**src/rtl/ml_enc_pkg.sv**
```systemverilog
// Shared constants, types and the per-cell switch pattern table for the
// multilevel gate encoder. Assumes a fixed seven-level cell (codes -3..+3).
package ml_enc_pkg;
    localparam int CELL_MAX  = 3;                      // largest cell code magnitude
    localparam int CELL_SPAN = 2 * CELL_MAX + 1;       // coarse cell weight
    localparam int N_CELLS   = 2;
    localparam int CELL_SW   = 6;                      // switches per cell
    localparam int GATE_W    = N_CELLS * CELL_SW;
    localparam int LVL_MAX   = CELL_MAX * CELL_SPAN + CELL_MAX;
    localparam int LVL_W     = $clog2(LVL_MAX + 1) + 1;

    typedef logic signed [2:0] cell_code_t;
    typedef logic [CELL_SW-1:0] sw_mask_t;

    // Conducting switch set for one cell code; bit k-1 is switch Sk.
    function automatic sw_mask_t pattern_of(cell_code_t code);
        sw_mask_t m;
        case (int'(code))
            1:       m = 6'b100001;   // S1,S6
            -1:      m = 6'b010100;   // S3,S5
            2:       m = 6'b011000;   // S4,S5
            -2:      m = 6'b100010;   // S2,S6
            3:       m = 6'b001001;   // S1,S4
            -3:      m = 6'b000110;   // S2,S3
            default: m = 6'b001010;   // zero: S2,S4
        endcase
        return m;
    endfunction
endpackage

```
**src/rtl/ml_enc_split.sv**
```systemverilog
// Clamps the requested level and splits it into a coarse and a fine share
// using balanced rounding, so both shares stay inside -CELL_MAX..CELL_MAX.
// Assumes a two's-complement request of LVL_W bits. Purely combinational.
module ml_enc_split
    import ml_enc_pkg::*;
(
    input  logic signed [LVL_W-1:0] lvl_in,
    output cell_code_t              coarse,
    output cell_code_t              fine
);
    // Clamp, then decompose: coarse = floor((L + CELL_MAX) / CELL_SPAN).
    always_comb begin
        int lc;
        int q;
        lc = int'(lvl_in);
        if (lc > LVL_MAX)  lc = LVL_MAX;
        if (lc < -LVL_MAX) lc = -LVL_MAX;
        q = (lc + LVL_MAX) / CELL_SPAN - CELL_MAX;
        coarse = cell_code_t'(q);
        fine   = cell_code_t'(lc - q * CELL_SPAN);
    end
endmodule

```
**src/rtl/ml_enc_cell_map.sv**
```systemverilog
// Maps one cell share to its conducting switch mask, mirroring the code when
// the primary winding is negative so the cell's output sign is preserved.
module ml_enc_cell_map
    import ml_enc_pkg::*;
(
    input  cell_code_t share,
    input  logic       pri_pos,
    output sw_mask_t   on_mask
);
    cell_code_t eff;

    // Polarity correction followed by table lookup.
    always_comb begin
        eff     = pri_pos ? share : cell_code_t'(-share);
        on_mask = pattern_of(eff);
    end
endmodule

```
**src/rtl/ml_enc_seq.sv**
```systemverilog
// Applies a wanted switch mask to the gate outputs. Any change of mask goes
// through DWELL_CYC cycles with only the polarity-matching device gated, and
// changes seen during that dwell wait for it to end. Registered outputs.
module ml_enc_seq
    import ml_enc_pkg::*;
#(
    parameter int DWELL_CYC = 8
)(
    input  logic              clk,
    input  logic              rst_n,
    input  logic [GATE_W-1:0] want,
    input  logic              pri_pos,
    output logic [GATE_W-1:0] gate_a,
    output logic [GATE_W-1:0] gate_b
);
    localparam int CNT_W = $clog2(DWELL_CYC + 1);

    logic [GATE_W-1:0] cur_q;
    logic              armed_q;
    logic              busy_q;
    logic [CNT_W-1:0]  cnt_q;

    // Dwell sequencer: start on mask change, count down, then gate both devices.
    always_ff @(posedge clk) begin
        if (!rst_n) begin
            cur_q   <= '0;
            armed_q <= 1'b0;
            busy_q  <= 1'b0;
            cnt_q   <= '0;
            gate_a  <= '0;
            gate_b  <= '0;
        end else if (busy_q) begin
            if (cnt_q == '0) begin
                busy_q <= 1'b0;
                gate_a <= cur_q;
                gate_b <= cur_q;
            end else begin
                cnt_q <= cnt_q - 1'b1;
            end
        end else if (!armed_q || want != cur_q) begin
            cur_q   <= want;
            armed_q <= 1'b1;
            busy_q  <= 1'b1;
            cnt_q   <= CNT_W'(DWELL_CYC - 1);
            gate_a  <= pri_pos ? want : '0;
            gate_b  <= pri_pos ? '0 : want;
        end
    end
endmodule

```
**src/rtl/ml_gate_encoder.sv**
```systemverilog
// Top of the two-cell multilevel gate encoder: level split, per-cell pattern
// mapping with polarity mirroring, and the dwell sequencer on the outputs.
// Assumes requests are timed by upstream control to the primary zero interval.
module ml_gate_encoder
    import ml_enc_pkg::*;
#(
    parameter int DWELL_CYC = 8
)(
    input  logic                    clk,
    input  logic                    rst_n,
    input  logic signed [LVL_W-1:0] lvl_target,
    input  logic                    pri_pos,
    output logic [GATE_W-1:0]       gate_a,
    output logic [GATE_W-1:0]       gate_b
);
    cell_code_t        share [N_CELLS];
    logic [GATE_W-1:0] want;

    ml_enc_split u_split (
        .lvl_in (lvl_target),
        .coarse (share[1]),
        .fine   (share[0])
    );

    for (genvar gi = 0; gi < N_CELLS; gi++) begin : g_cell
        ml_enc_cell_map u_map (
            .share   (share[gi]),
            .pri_pos (pri_pos),
            .on_mask (want[gi*CELL_SW +: CELL_SW])
        );
    end

    ml_enc_seq #(.DWELL_CYC(DWELL_CYC)) u_seq (
        .clk     (clk),
        .rst_n   (rst_n),
        .want    (want),
        .pri_pos (pri_pos),
        .gate_a  (gate_a),
        .gate_b  (gate_b)
    );
endmodule

```
**config.mk**
```make
export PLATFORM = sky130hd
export DESIGN_NAME = ml_gate_encoder
export DESIGN_NICKNAME = d
export VERILOG_FILES = /design/src/rtl/ml_enc_pkg.sv /design/src/rtl/ml_enc_split.sv /design/src/rtl/ml_enc_cell_map.sv /design/src/rtl/ml_enc_seq.sv /design/src/rtl/ml_gate_encoder.sv
export SDC_FILE = /design/constraint.sdc
export NUM_CORES = 1
export LEC_CHECK = 0
export BUFFER_PORTS_ARGS = -buffer_cell sky130_fd_sc_hd__buf_2
export CAP_MARGIN = 40
export CORE_ASPECT_RATIO = 0.8
export CORE_MARGIN = 5
export CORE_UTILIZATION = 60
export CTS_BUF_LIST = sky130_fd_sc_hd__clkbuf_16
export CTS_CLUSTER_DIAMETER = 50
export DETAILED_ROUTE_END_ITERATION = 6
export GPL_TIMING_DRIVEN = 0
export PLACE_DENSITY = 0.86
export SKIP_LAST_GASP = 1
export SYNTH_ARGS = -nofsm -noshare
export SYNTH_HDL_FRONTEND = slang
export SYNTH_HIERARCHICAL = 1
export SYNTH_SLANG_ARGS = --single-unit
```
**constraint.sdc**
```tcl
create_clock -name clk -period 41.2 [get_ports clk]
set_input_delay 8.24 -clock clk [delete_from_list [all_inputs] [get_ports clk]]
set_output_delay 8.24 -clock clk [all_outputs]
set_load 0.03 [all_outputs]
```
**Word-level counts from Yosys, hierarchy flattened**

Cells that the tools add are included.

- Add/sub/neg operators: 6
- Multipliers: 1
- Divide/modulo/power cells: 1
- Order comparisons: 2
- Eq/ne operators: 15
- Mux-type cells: 19
- Bitwise operators: 1
- Reductions and logical operators: 7

Operator list:

| kind | number |
|---|---|
| $eq A32 B32 Y1 const B | 6 |
| $eq A32 B2 Y1 const B | 4 |
| $mux W12 | 7 |
| $pmux W6 S6 | 2 |
| $eq A32 B1 Y1 const B | 2 |
| $mux W32 | 2 |
| $add A32 B6 Y32 const B | 1 |
| $div A32 B4 Y32 const B | 1 |
| $lt A32 B6 Y1 const B | 1 |
| $mul A32 B4 Y3 const B | 1 |
| $sub A32 B3 Y32 const B | 1 |
| $mux W4 | 3 |
| $ne A12 B12 Y1 | 1 |
| $gt A6 B6 Y1 const B | 1 |
| $mux W3 | 2 |
| $neg A3 Y3 | 2 |
| $reduce_and A2 Y1 | 3 |
| $logic_not A4 Y1 | 1 |
| $ne A2 B2 Y1 const B | 2 |
| $sub A4 B1 Y4 const B | 1 |
| $mux W1 | 3 |
| $sub A3 B3 Y3 | 1 |
| $reduce_bool A2 Y1 | 1 |
| $logic_not A1 Y1 | 1 |
| other kinds (2) | 2 |

- Bits in registers: 42
- Input bits: 9
- Output and inout port bits: 24
- Logic and storage cells: 58

**Longest topological paths before layout**

Gate-level depths: netlist (run 1).

- Depth in word-level cells: 17
- Mapped depth: 75
- Gate-level depth less buffers: 68

**Hierarchy**

Netlist (run 1), hierarchy kept.

By module, submodules not included:

| module | times used | cells each | area an instance (um^2) | sequential area each (um^2) |
|---|---|---|---|---|
| ml_enc_split | 1 | 590 | 4231.6 | 0.0 |
| ml_enc_seq | 1 | 193 | 1924.3 | 840.8 |
| ml_enc_cell_map | 2 | 19 | 158.9 | 0.0 |

**Worst setup path before layout (run 1)**

Ideal clock, no wire load.

- Path type: input to register
- From: input lvl_target[4]
- To: register u_seq.gate_a[1]
- Setup time: 0.119 ns
- Arrival: 22.785 ns
- Required time: 41.081 ns
- Setup slack: 18.296 ns
- Cell stages on the path: 70
- Path buffers: 4
- Cell sequence: and2b_1 > nor2_1 > ha_1 > ha_1 > nand2_2 > or3_1 > buf_6 > nor3_1 > ha_1 > clkbuf_1 > nand2_1 > o21ai_0 > a21oi_1 > a311o_1 > o211a_1 > buf_4 > xnor2_2 > a211o_1 > [... 34 more ...] > nor2_1 > a21oi_1 > ha_1 > xor2_1 > fa_1 > inv_1 > fa_1 > xnor2_1 > xnor2_1 > xnor2_1 > xor2_2 > mux2_4 > xor2_1 > nor4_2 > and4_1 > nor2_2 > buf_6 > o221a_1

RTL lines:

| what | RTL line | text |
|---|---|---|
| from (decl) | ml_gate_encoder.sv:11 | `input logic signed [LVL_W-1:0] lvl_target,` |
| to (signal assigned) | ml_enc_seq.sv:35 | `gate_a <= cur_q;` |
| to (signal assigned) | ml_enc_seq.sv:45 | `gate_a <= pri_pos ? want : '0;` |
| to (decl) | ml_enc_seq.sv:13 | `output logic [GATE_W-1:0] gate_a,` |

==> results_dict.tcl, run 1 <==
set metrics [dict create \
    cts_max_path_buffers 2 \
    track_usage 0.253 \
    netlist_area_um2 6470 \
    dieArea_um2 13000 \
    area.growth.synth_to_final_pct 7.71 \
    cts-htree-levels 2 \
    cts_root_buf "clkbuf_16" \
    cpMaxStageDelayCell "a211oi_1" \
    max_freq_mhz 39.4 \
    n_antenna_cell 0 \
    path_class "in -> reg" \
    cts.sinks 42 \
    cts_setup_buffers 0 \
    placed_cell_area_um2 6800 \
    num_rows 33 \
    crit_family "compound AO/OA/AOI/OAI gates" \
    synth_area_leaders "dfxtp_1 (13%), ha_1 (5.8%), nand2_1 (3.8%), a221o_1 (3.6%), xnor2_1 (3.1%)" \
    fin_crit_ps 25410 \
    routed_wl_um 16800 \
    synth-edff-count 0 \
    cp_data_required_time_ps 41370 \
    crit_path_end_kind "register" \
    synth.largest_area_cell "dfxtp_1" \
    grt_pass1_wl_um 28400 \
    yosys_register_bits 42 \
    die_h_um 103 \
    async_flop_share 0 \
    final_area_um2 6970 \
    finalSetupViolCount 0 \
    dp_hpwl_um 12700 \
    grt_max_degree 15 \
    cp-start-kind "input pin" \
    core_area_um2 10400 \
    hold_viol_final 0 \
    vias_per_cell 6.82 \
    syn_nets 862 \
    finalMaxSlewViolations 0 \
    worst_clock_skew_ps 5.45 \
    synth.avg_cell_area_um2 7.89 \
    worstMarginPinSlew_ps 787 \
    gr-total-overflow 0 \
    routedWlPerCell_um 16.8 \
    drive_gt1_frac 0.158 \
    path_buf_inv 9 \
    ios 33 \
    nets 900 \
    port_buffers 31 \
    cap_violations 0 \
    hold_class "reg -> reg" \
    max_slew_margin 0.471 \
    final.period_utilization 0.617 \
    start_util 0.622 \
    drtIter0Drc 622 \
    antenna_found_initial 0 \
    syn_inst 821 \
    cts_made_buffers 5 \
    drc_errors 0 \
    detail-route-antenna-nets 0 \
    post_cts_resize_count 0 \
    setup_tns_ps 0 \
    clock_latency_ps 290 \
    grt_setup_unrepaired "false" \
    yosysSeqAreaShare 0.130 \
    slowest_delay_ps 580 \
    ys_warn_count 6 \
    synth_flop_cell "dfxtp_1" \
    cts_hold_buf 0 \
    crit_fanout 13 \
    crit_top_cell "ha_1" \
    synth.distinct_cells 112 \
    hold_ws_ps 502 \
    outcome "completed" \
    path_clk_slew_ps 60 \
    die_x_um 126 \
    synth_top_area_frac 0.130 \
    via_count 6820 \
    critPathArrivalTime_ps 25580 \
    first_pass_iters 5 \
    cts_tree "built" \
    place.gp.congestion 0.912 \
    grt_pass1_vias 5895 \
]
[worst reg2reg max path: cells and delay by family (launching register included)]
kind	cells	cell delay, ps
flops	1	350
compound gates	1	250
buf+inv	1	180
simple gates	3	920
xor+xnor	1	180
[cell families (layout without fill, tap and decap cells)]
family          count (synthesis)  count (layout)  share of synthesized area
compound gates                297             297                      0.386
xor+xnor                       46              46                     0.0669
fa+ha+maj                      33              33                     0.0659
buf+inv                        87             126                     0.0586
flops                          42              42                      0.130
mux                            24              24                     0.0410
simple gates                  292             292                      0.252
[cells in the mapped netlist (10+ instances only)]
cell,number
nand2b_1,12
mux2i_1,16
o221a_1,16
inv_1,32
xor2_1,19
o21ai_0,36
ha_1,30
o211ai_1,10
nor4_1,14
a21oi_1,36
nand2_1,65
a221o_1,23
dfxtp_1,42
clkbuf_1,31
nor3_1,25
xnor2_1,23
nor2_1,43
nand3_1,39
buf_2,12
a211oi_1,15
nand4_1,10
[cell usage in the layout, fill, tap and decap left out, drive strengths merged, types with 20 or more instances in the layout]
master,synthesis,layout
buf,21,52
o21ai,46,46
clkbuf,31,36
xnor2,24,24
dfxtp,42,42
nand3,39,39
nand2,69,69
nor4,20,20
ha,30,30
o221a,25,25
nor2,47,47
nor3,30,30
a21oi,38,38
a221o,24,24
inv,32,33
xor2,22,22
[registers in the layout, indices dropped and copies added, names as in the netlist]
register       cells
u_seq/gate_a      12
u_seq/cnt_q        4
u_seq/cur_q       12
u_seq/busy_q       1
u_seq/gate_b      12
u_seq/armed_q      1
[cell type report]
type / instances / area (µm²)
tap: 140 / 175
inverter: 35 / 131
clock inverter: 3 / 43.8
clock buffer: 5 / 125
buffer: 52 / 248
multi-input combinational: 692 / 5250
fill: 851 / 3430
timing repair buffer: 31 / 155
sequential: 42 / 841
[metrics by stage]
step,cells,util,worst slack (ps)
2_1_floorplan,821,-,18300
3_3_place_gp,992,0.654,16140
3_5_place_dp,992,0.654,15880
4_1_cts,1000,0.670,16100
5_1_grt,1000,0.670,14750
6_report,1000,0.670,15790
[routing by layer]
metal,global-route usage,vias up,routed length [µm]
met2,0.381,297,7020
met4,0.0486,0,144
met3,0.0363,20,1250
met5,0,-,0
li1,-,3308,-
met1,0.386,3195,8380
[final timing paths]
| kind | slack, ps | cells after the start | from | to |
|---|---|---|---|---|
| setup / recovery | 15790 | 68 | lvl_target[5] | u_seq/gate_a[3]$_SDFFE_PN0P_ |
| hold / removal | 500 | 2 | u_seq/armed_q$_SDFFE_PN0P_ | u_seq/armed_q$_SDFFE_PN0P_ |
| setup reg to reg | 39210 | 6 | u_seq/cur_q[1]$_SDFFE_PN0P_ | u_seq/gate_a[3]$_SDFFE_PN0P_ |
| hold reg to reg | 500 | 2 | u_seq/armed_q$_SDFFE_PN0P_ | u_seq/armed_q$_SDFFE_PN0P_ |
Power of run 1 is left out: the tool's default activity adds up to more than one toggle a clock period on the data nets, which glitch-free logic cannot reach.
==> run 2, diff against run 1 <==
--- a/config.mk
+++ b/config.mk
@@ -5,11 +5,12 @@
 export SDC_FILE = /design/constraint.sdc
 export NUM_CORES = 1
 export LEC_CHECK = 0
+export ABC_AREA = 1
 export BUFFER_PORTS_ARGS = -buffer_cell sky130_fd_sc_hd__buf_2
 export CAP_MARGIN = 40
 export CORE_ASPECT_RATIO = 0.8
 export CORE_MARGIN = 5
-export CORE_UTILIZATION = 60
+export CORE_UTILIZATION = 57
 export CTS_BUF_LIST = sky130_fd_sc_hd__clkbuf_16
 export CTS_CLUSTER_DIAMETER = 50
 export DETAILED_ROUTE_END_ITERATION = 6
==> constraint.sdc (replaced) <==
create_clock -name clk -period 23.1 [get_ports clk]
set_input_delay 4.62 -clock clk [delete_from_list [all_inputs] [get_ports clk]]
set_output_delay 4.62 -clock clk [all_outputs]
set_load 0.03 [all_outputs]
==> run 2 against run 1 <==
Net effect:
- setup slack lost 12000 ps
- register-to-register slack lost 18000 ps
- global-route usage fell by 5.4 points
- count of clock-buffer cells in the layout stayed put
- synthesized area down 15%
- utilization shrank 4.7 points
- via count is 19% lower
- sequential share of layout area is 2.1 points higher
- critical path depth rose by 60
- critical path type unchanged
==> results_dict.tcl, run 2 <==
set metrics [dict create \
    outcome "completed" \
    hold_viol_final 0 \
    routed_wl_um 11700 \
    place.gp.congestion 0.875 \
    cts_setup_buffers 0 \
    cts_tree "built" \
    via_count 5512 \
    port_buffers 31 \
    grt_max_degree 16 \
    nets 997 \
    crit_path_end_kind "register" \
    setup_slack_ps 4240 \
    path_class "in -> reg" \
    track_usage 0.200 \
    synth.distinct_cells 40 \
    gr-total-overflow 0 \
    die_h_um 97.7 \
    crit_top_cell "nand2_1" \
    dp_hpwl_um 9440 \
    cpMaxStageDelayCell "fa_1" \
    finalMaxSlewViolations 0 \
    area.growth.synth_to_final_pct 8.26 \
    synth_most_common_cell "nand2_1" \
    antenna_found_initial 0 \
    drive_gt1_frac 0.191 \
    syn_nets 959 \
    cap_violations 0 \
    synthTopCellsByCount "nand2_1 (227), inv_1 (140), nor2_1 (102)" \
    grt_setup_unrepaired "false" \
    worst_clock_skew_ps 5.89 \
    place_ws_ps 4040 \
    hold_class "reg -> reg" \
    drtIter0Drc 385 \
    max_slew_margin 0.659 \
    path_clk_slew_ps 60 \
    synth.largest_area_cell "nand2_1" \
    cts-htree-levels 2 \
    yosysSeqAreaShare 0.153 \
    cp-start-kind "input pin" \
    max_freq_mhz 53.0 \
    cts_max_path_buffers 2 \
    n_antenna_cell 0 \
    synth-edff-count 0 \
    slowest_delay_ps 500 \
    syn_inst 918 \
    cts.sinks 42 \
    critPathArrivalTime_ps 19040 \
    clock_latency_ps 290 \
    routedWlPerCell_um 10.9 \
    cp_data_required_time_ps 23280 \
    final_area_um2 5940 \
    synth.avg_cell_area_um2 5.97 \
    placed_cell_area_um2 5790 \
    num_rows 32 \
    ys_warn_count 6 \
    post_cts_resize_count 0 \
    finalSetupViolCount 0 \
    synth_top_area_frac 0.155 \
    fin_crit_ps 18860 \
    mostFrequentLayoutCells "nand2_1 (227), inv_1 (140), nor2_1 (102)" \
    netlist_area_um2 5480 \
    cts_root_buf "clkbuf_16" \
    core_area_um2 9530 \
    worstMarginPinSlew_ps 506 \
    crit_fanout 10 \
    fillers 892 \
    ios 33 \
    synth_flop_cell "dfxtp_1" \
    synth_area_leaders "nand2_1 (16%), dfxtp_1 (15%), inv_1 (9.6%), nor2_1 (7.0%), ha_1 (6.8%)" \
    grt_pass1_wl_um 20700 \
    final_common_cell "nand2_1" \
    yosys_register_bits 42 \
    final.period_utilization 0.817 \
    detail-route-antenna-nets 0 \
    vias_per_cell 5.12 \
    first_pass_iters 5 \
    async_flop_share 0 \
    grt_pass1_vias 4868 \
    cts_hold_buf 0 \
    die_x_um 120 \
    drc_errors 0 \
    start_util 0.575 \
    cts_made_buffers 5 \
    reg_top3 "u_seq/cur_q: 12 flops, u_seq/gate_a: 12 flops, u_seq/gate_b: 12 flops" \
    setup_tns_ps 0 \
    dieArea_um2 11700 \
]
-- run 2: worst max-delay path: cells and delay by family --
family	cells	cell delay (ps)
adders and majority gates	8	2400
AOI/OAI and AO/OA	9	1340
buffers and inverters	17	1400
and+or+nand+nor	91	8700
xor gates and xnor gates	3	590
-- run 2: area by class of cell --
| class | instances | area, µm² | share of cell area |
|---|---|---|---|
| multi-input cells | 691 | 3880 | 0.655 |
| flip-flops and latches | 42 | 841 | 0.142 |
| inverters | 160 | 601 | 0.101 |
| plain buffers | 25 | 156 | 0.0263 |
| repair buffers | 31 | 155 | 0.0261 |
| well taps | 119 | 149 | 0.0251 |
| clock buffers | 5 | 125 | 0.0211 |
| clock inverters | 3 | 23.8 | 0.00401 |
-- run 2: final timing paths --
check	endpoint	slack (ps)	start	cells after the start
min	u_seq/armed_q$_SDFFE_PN0P_	490	u_seq/armed_q$_SDFFE_PN0P_	2
max	u_seq/cur_q[3]$_SDFFE_PN0P_	4240	lvl_target[4]	128
min reg2reg	u_seq/armed_q$_SDFFE_PN0P_	490	u_seq/armed_q$_SDFFE_PN0P_	2
max reg2reg	u_seq/gate_b[5]$_SDFFE_PN0P_	21410	u_seq/cnt_q[0]$_SDFFE_PN0P_	9
-- run 2: cell families after synthesis --
kind of cell | synth area share
buf+inv | 0.138
fa+ha+maj | 0.0758
compound gates | 0.129
flops | 0.153
xor+xnor | 0.0335
simple gates | 0.470
-- run 2: metal layers --
metal	track usage	share of wire	up-vias
met3	0.0279	0.061	14
met5	0	0	-
met4	0.0246	0.0087	0
met1	0.285	0.50	2382
met2	0.330	0.43	142
li1	-	-	2974
-- run 2: stage by stage --
| stage | hold WS [ps] | util | std cells |
|---|---|---|---|
| finish | 491 | 0.623 | 1076 |
| detailed placement | 487 | 0.607 | 1068 |
| global placement | 473 | 0.607 | 1068 |
| CTS | 497 | 0.623 | 1076 |
| global route | 528 | 0.623 | 1076 |
| floorplan | 441 | - | 918 |
Power of run 2 is left out for the same reason.
==> run 3, diff against run 2 <==
--- a/config.mk
+++ b/config.mk
@@ -10,12 +10,12 @@
 export CAP_MARGIN = 40
 export CORE_ASPECT_RATIO = 0.8
 export CORE_MARGIN = 5
-export CORE_UTILIZATION = 57
+export CORE_UTILIZATION = 60
 export CTS_BUF_LIST = sky130_fd_sc_hd__clkbuf_16
 export CTS_CLUSTER_DIAMETER = 50
 export DETAILED_ROUTE_END_ITERATION = 6
 export GPL_TIMING_DRIVEN = 0
-export PLACE_DENSITY = 0.86
+export PLACE_DENSITY = 0.87
 export SKIP_LAST_GASP = 1
 export SYNTH_ARGS = -nofsm -noshare
 export SYNTH_HDL_FRONTEND = slang
==> constraint.sdc (replaced) <==
create_clock -name clk -period 19.75 [get_ports clk]
set_input_delay 3.95 -clock clk [delete_from_list [all_inputs] [get_ports clk]]
set_output_delay 3.95 -clock clk [all_outputs]
set_load 0.03 [all_outputs]
==> run 3 against run 2 <==
Net effect:
- global-route usage increased by 2.2 points
- register-to-register slack worse by 3400 ps
- utilization is 4.3 points higher
- design area increased by 0.93%
- sequential share of layout area decreased by 0.13 points
- clock skew grew 2.3 ps
- count of clock-buffer cells in the layout did not move
- worst hold slack worse by 14 ps
==> results_dict.tcl, run 3 (synthesis results as in run 2) <==
set metrics [dict create \
    outcome "completed" \
    fin_crit_ps 17900 \
    critPathArrivalTime_ps 18080 \
    hold_ws_ps 477 \
    vias_per_cell 5.23 \
    grt_max_degree 16 \
    crit_fanout 10 \
    detail-route-antenna-nets 0 \
    die_x_um 117 \
    hold_class "reg -> reg" \
    port_buffers 31 \
    max_freq_mhz 55.9 \
    final.period_utilization 0.906 \
    area.growth.synth_to_final_pct 9.27 \
    place.gp.congestion 0.948 \
    drc_errors 0 \
    clock_latency_ps 290 \
    cp-start-kind "input pin" \
    finalSetupViolCount 0 \
    first_pass_iters 5 \
    die_h_um 95.5 \
    cts_max_path_buffers 2 \
    path_class "in -> reg" \
    grt_setup_unrepaired "false" \
    cts_made_buffers 5 \
    dp_hpwl_um 9630 \
    start_util 0.609 \
    gr-total-overflow 0 \
    drive_gt1_frac 0.200 \
    worst_clock_skew_ps 8.20 \
    path_clk_slew_ps 70 \
    grt_pass1_vias 4848 \
    cp_data_required_time_ps 19930 \
    track_usage 0.221 \
    hold_path_depth 2 \
    nets 1001 \
    crit_path_end_kind "register" \
    hold_start "u_seq/cnt_q[1]$_SDFFE_PN0P_" \
    worstMarginPinSlew_ps 538 \
    n_antenna_cell 0 \
    cap_violations 0 \
    cts_root_buf "clkbuf_16" \
    reg_top3 "u_seq/cur_q: 12 flops, u_seq/gate_a: 12 flops, u_seq/gate_b: 12 flops" \
    via_count 5630 \
    cts_hold_buf 0 \
    r2r-end "u_seq/cnt_q[1]$_SDFFE_PN0P_" \
    core_area_um2 9000 \
    crit_top_cell "nand2_1" \
    finalMaxSlewViolations 0 \
    hold_viol_final 0 \
    cpMaxStageDelayCell "fa_1" \
    cts.sinks 42 \
    cts-htree-levels 2 \
    fillers 802 \
    mostFrequentLayoutCells "nand2_1 (227), inv_1 (140), nor2_1 (100)" \
    routedWlPerCell_um 11.2 \
    drtIter0Drc 438 \
    ios 33 \
    dieArea_um2 11200 \
    setup_tns_ps 0 \
    r2r_cells 9 \
    routed_wl_um 12000 \
    fin_cells 1076 \
    final_common_cell "nand2_1" \
    timing.rr.start "u_seq/cnt_q[0]$_SDFFE_PN0P_" \
    cts_tree "built" \
    dp_cells 1064 \
    min_to "u_seq/cnt_q[1]$_SDFFE_PN0P_" \
    max_slew_margin 0.642 \
    num_rows 31 \
    grt_pass1_wl_um 20900 \
    rrSetupSlack_ps 18020 \
    antenna_found_initial 0 \
    slowest_delay_ps 500 \
]
-- run 3: changes by cell type in the layout (fill, tap and decap cells not counted), sizes merged --
cell  change
buf       +4
-- run 3: per-layer routing --
metal / up-vias / global-route usage / share of wire
met2: 170 / 0.357 / 0.42
met3: 10 / 0.0241 / 0.068
met1: 2459 / 0.322 / 0.50
li1: 2991 / - / -
met5: - / 0 / 0
met4: 0 / 0.0372 / 0.0067
-- run 3: how the worst max path moves through the flow --
stage | start | endpoint | slack, ps | cells after the start
6_report | lvl_target[4] | u_seq/gate_a[7]$_SDFFE_PN0P_ | 1850 | 130
5_1_grt | lvl_target[4] | u_seq/cur_q[8]$_SDFFE_PN0P_ | 70 | 138
4_1_cts | lvl_target[4] | u_seq/gate_b[3]$_SDFFE_PN0P_ | 1730 | 134
3_5_place_dp | lvl_target[4] | u_seq/gate_b[8]$_SDFFE_PN0P_ | 1470 | 130
3_3_place_gp | lvl_target[4] | u_seq/gate_a[8]$_SDFFE_PN0P_ | 1680 | 130
2_1_floorplan | lvl_target[4] | u_seq/cur_q[10]$_SDFFE_PN0P_ | 3120 | 126
-- run 3: critical path: cells and delay by family --
family / cells / cell delay (ps)
and+or+nand+nor: 93 / 8780
xor gates and xnor gates: 3 / 590
adders and majority gates: 8 / 2350
buffers and inverters: 19 / 1460
AOI/OAI and AO/OA: 7 / 920
-- run 3: per-stage QoR --
stage	instance area (µm²)	util	setup WS, ps
floorplan	5480	-	3120
finish	5990	0.666	1850
CTS	5930	0.659	1730
global placement	5780	0.643	1680
global route	5990	0.666	68.0
detailed placement	5780	0.643	1470
-- run 3: layout make-up --
type	instances	area, µm²	area share
plain buffers	25	156	0.0261
clock buffers	5	125	0.0209
clock inverters	3	23.8	0.00397
inverters	160	601	0.100
multi-input cells	691	3920	0.654
flip-flops and latches	42	841	0.140
well taps	115	144	0.0240
repair buffers	35	185	0.0309
-- run 3: timing repair --
| action | in CTS | in global routing |
|---|---|---|
| endpoints found under the setup margin | 0 | 36 |
| resized for setup | 0 | 7 |
| buffers inserted | 0 | 4 |
Power of run 3 is left out for the same reason.
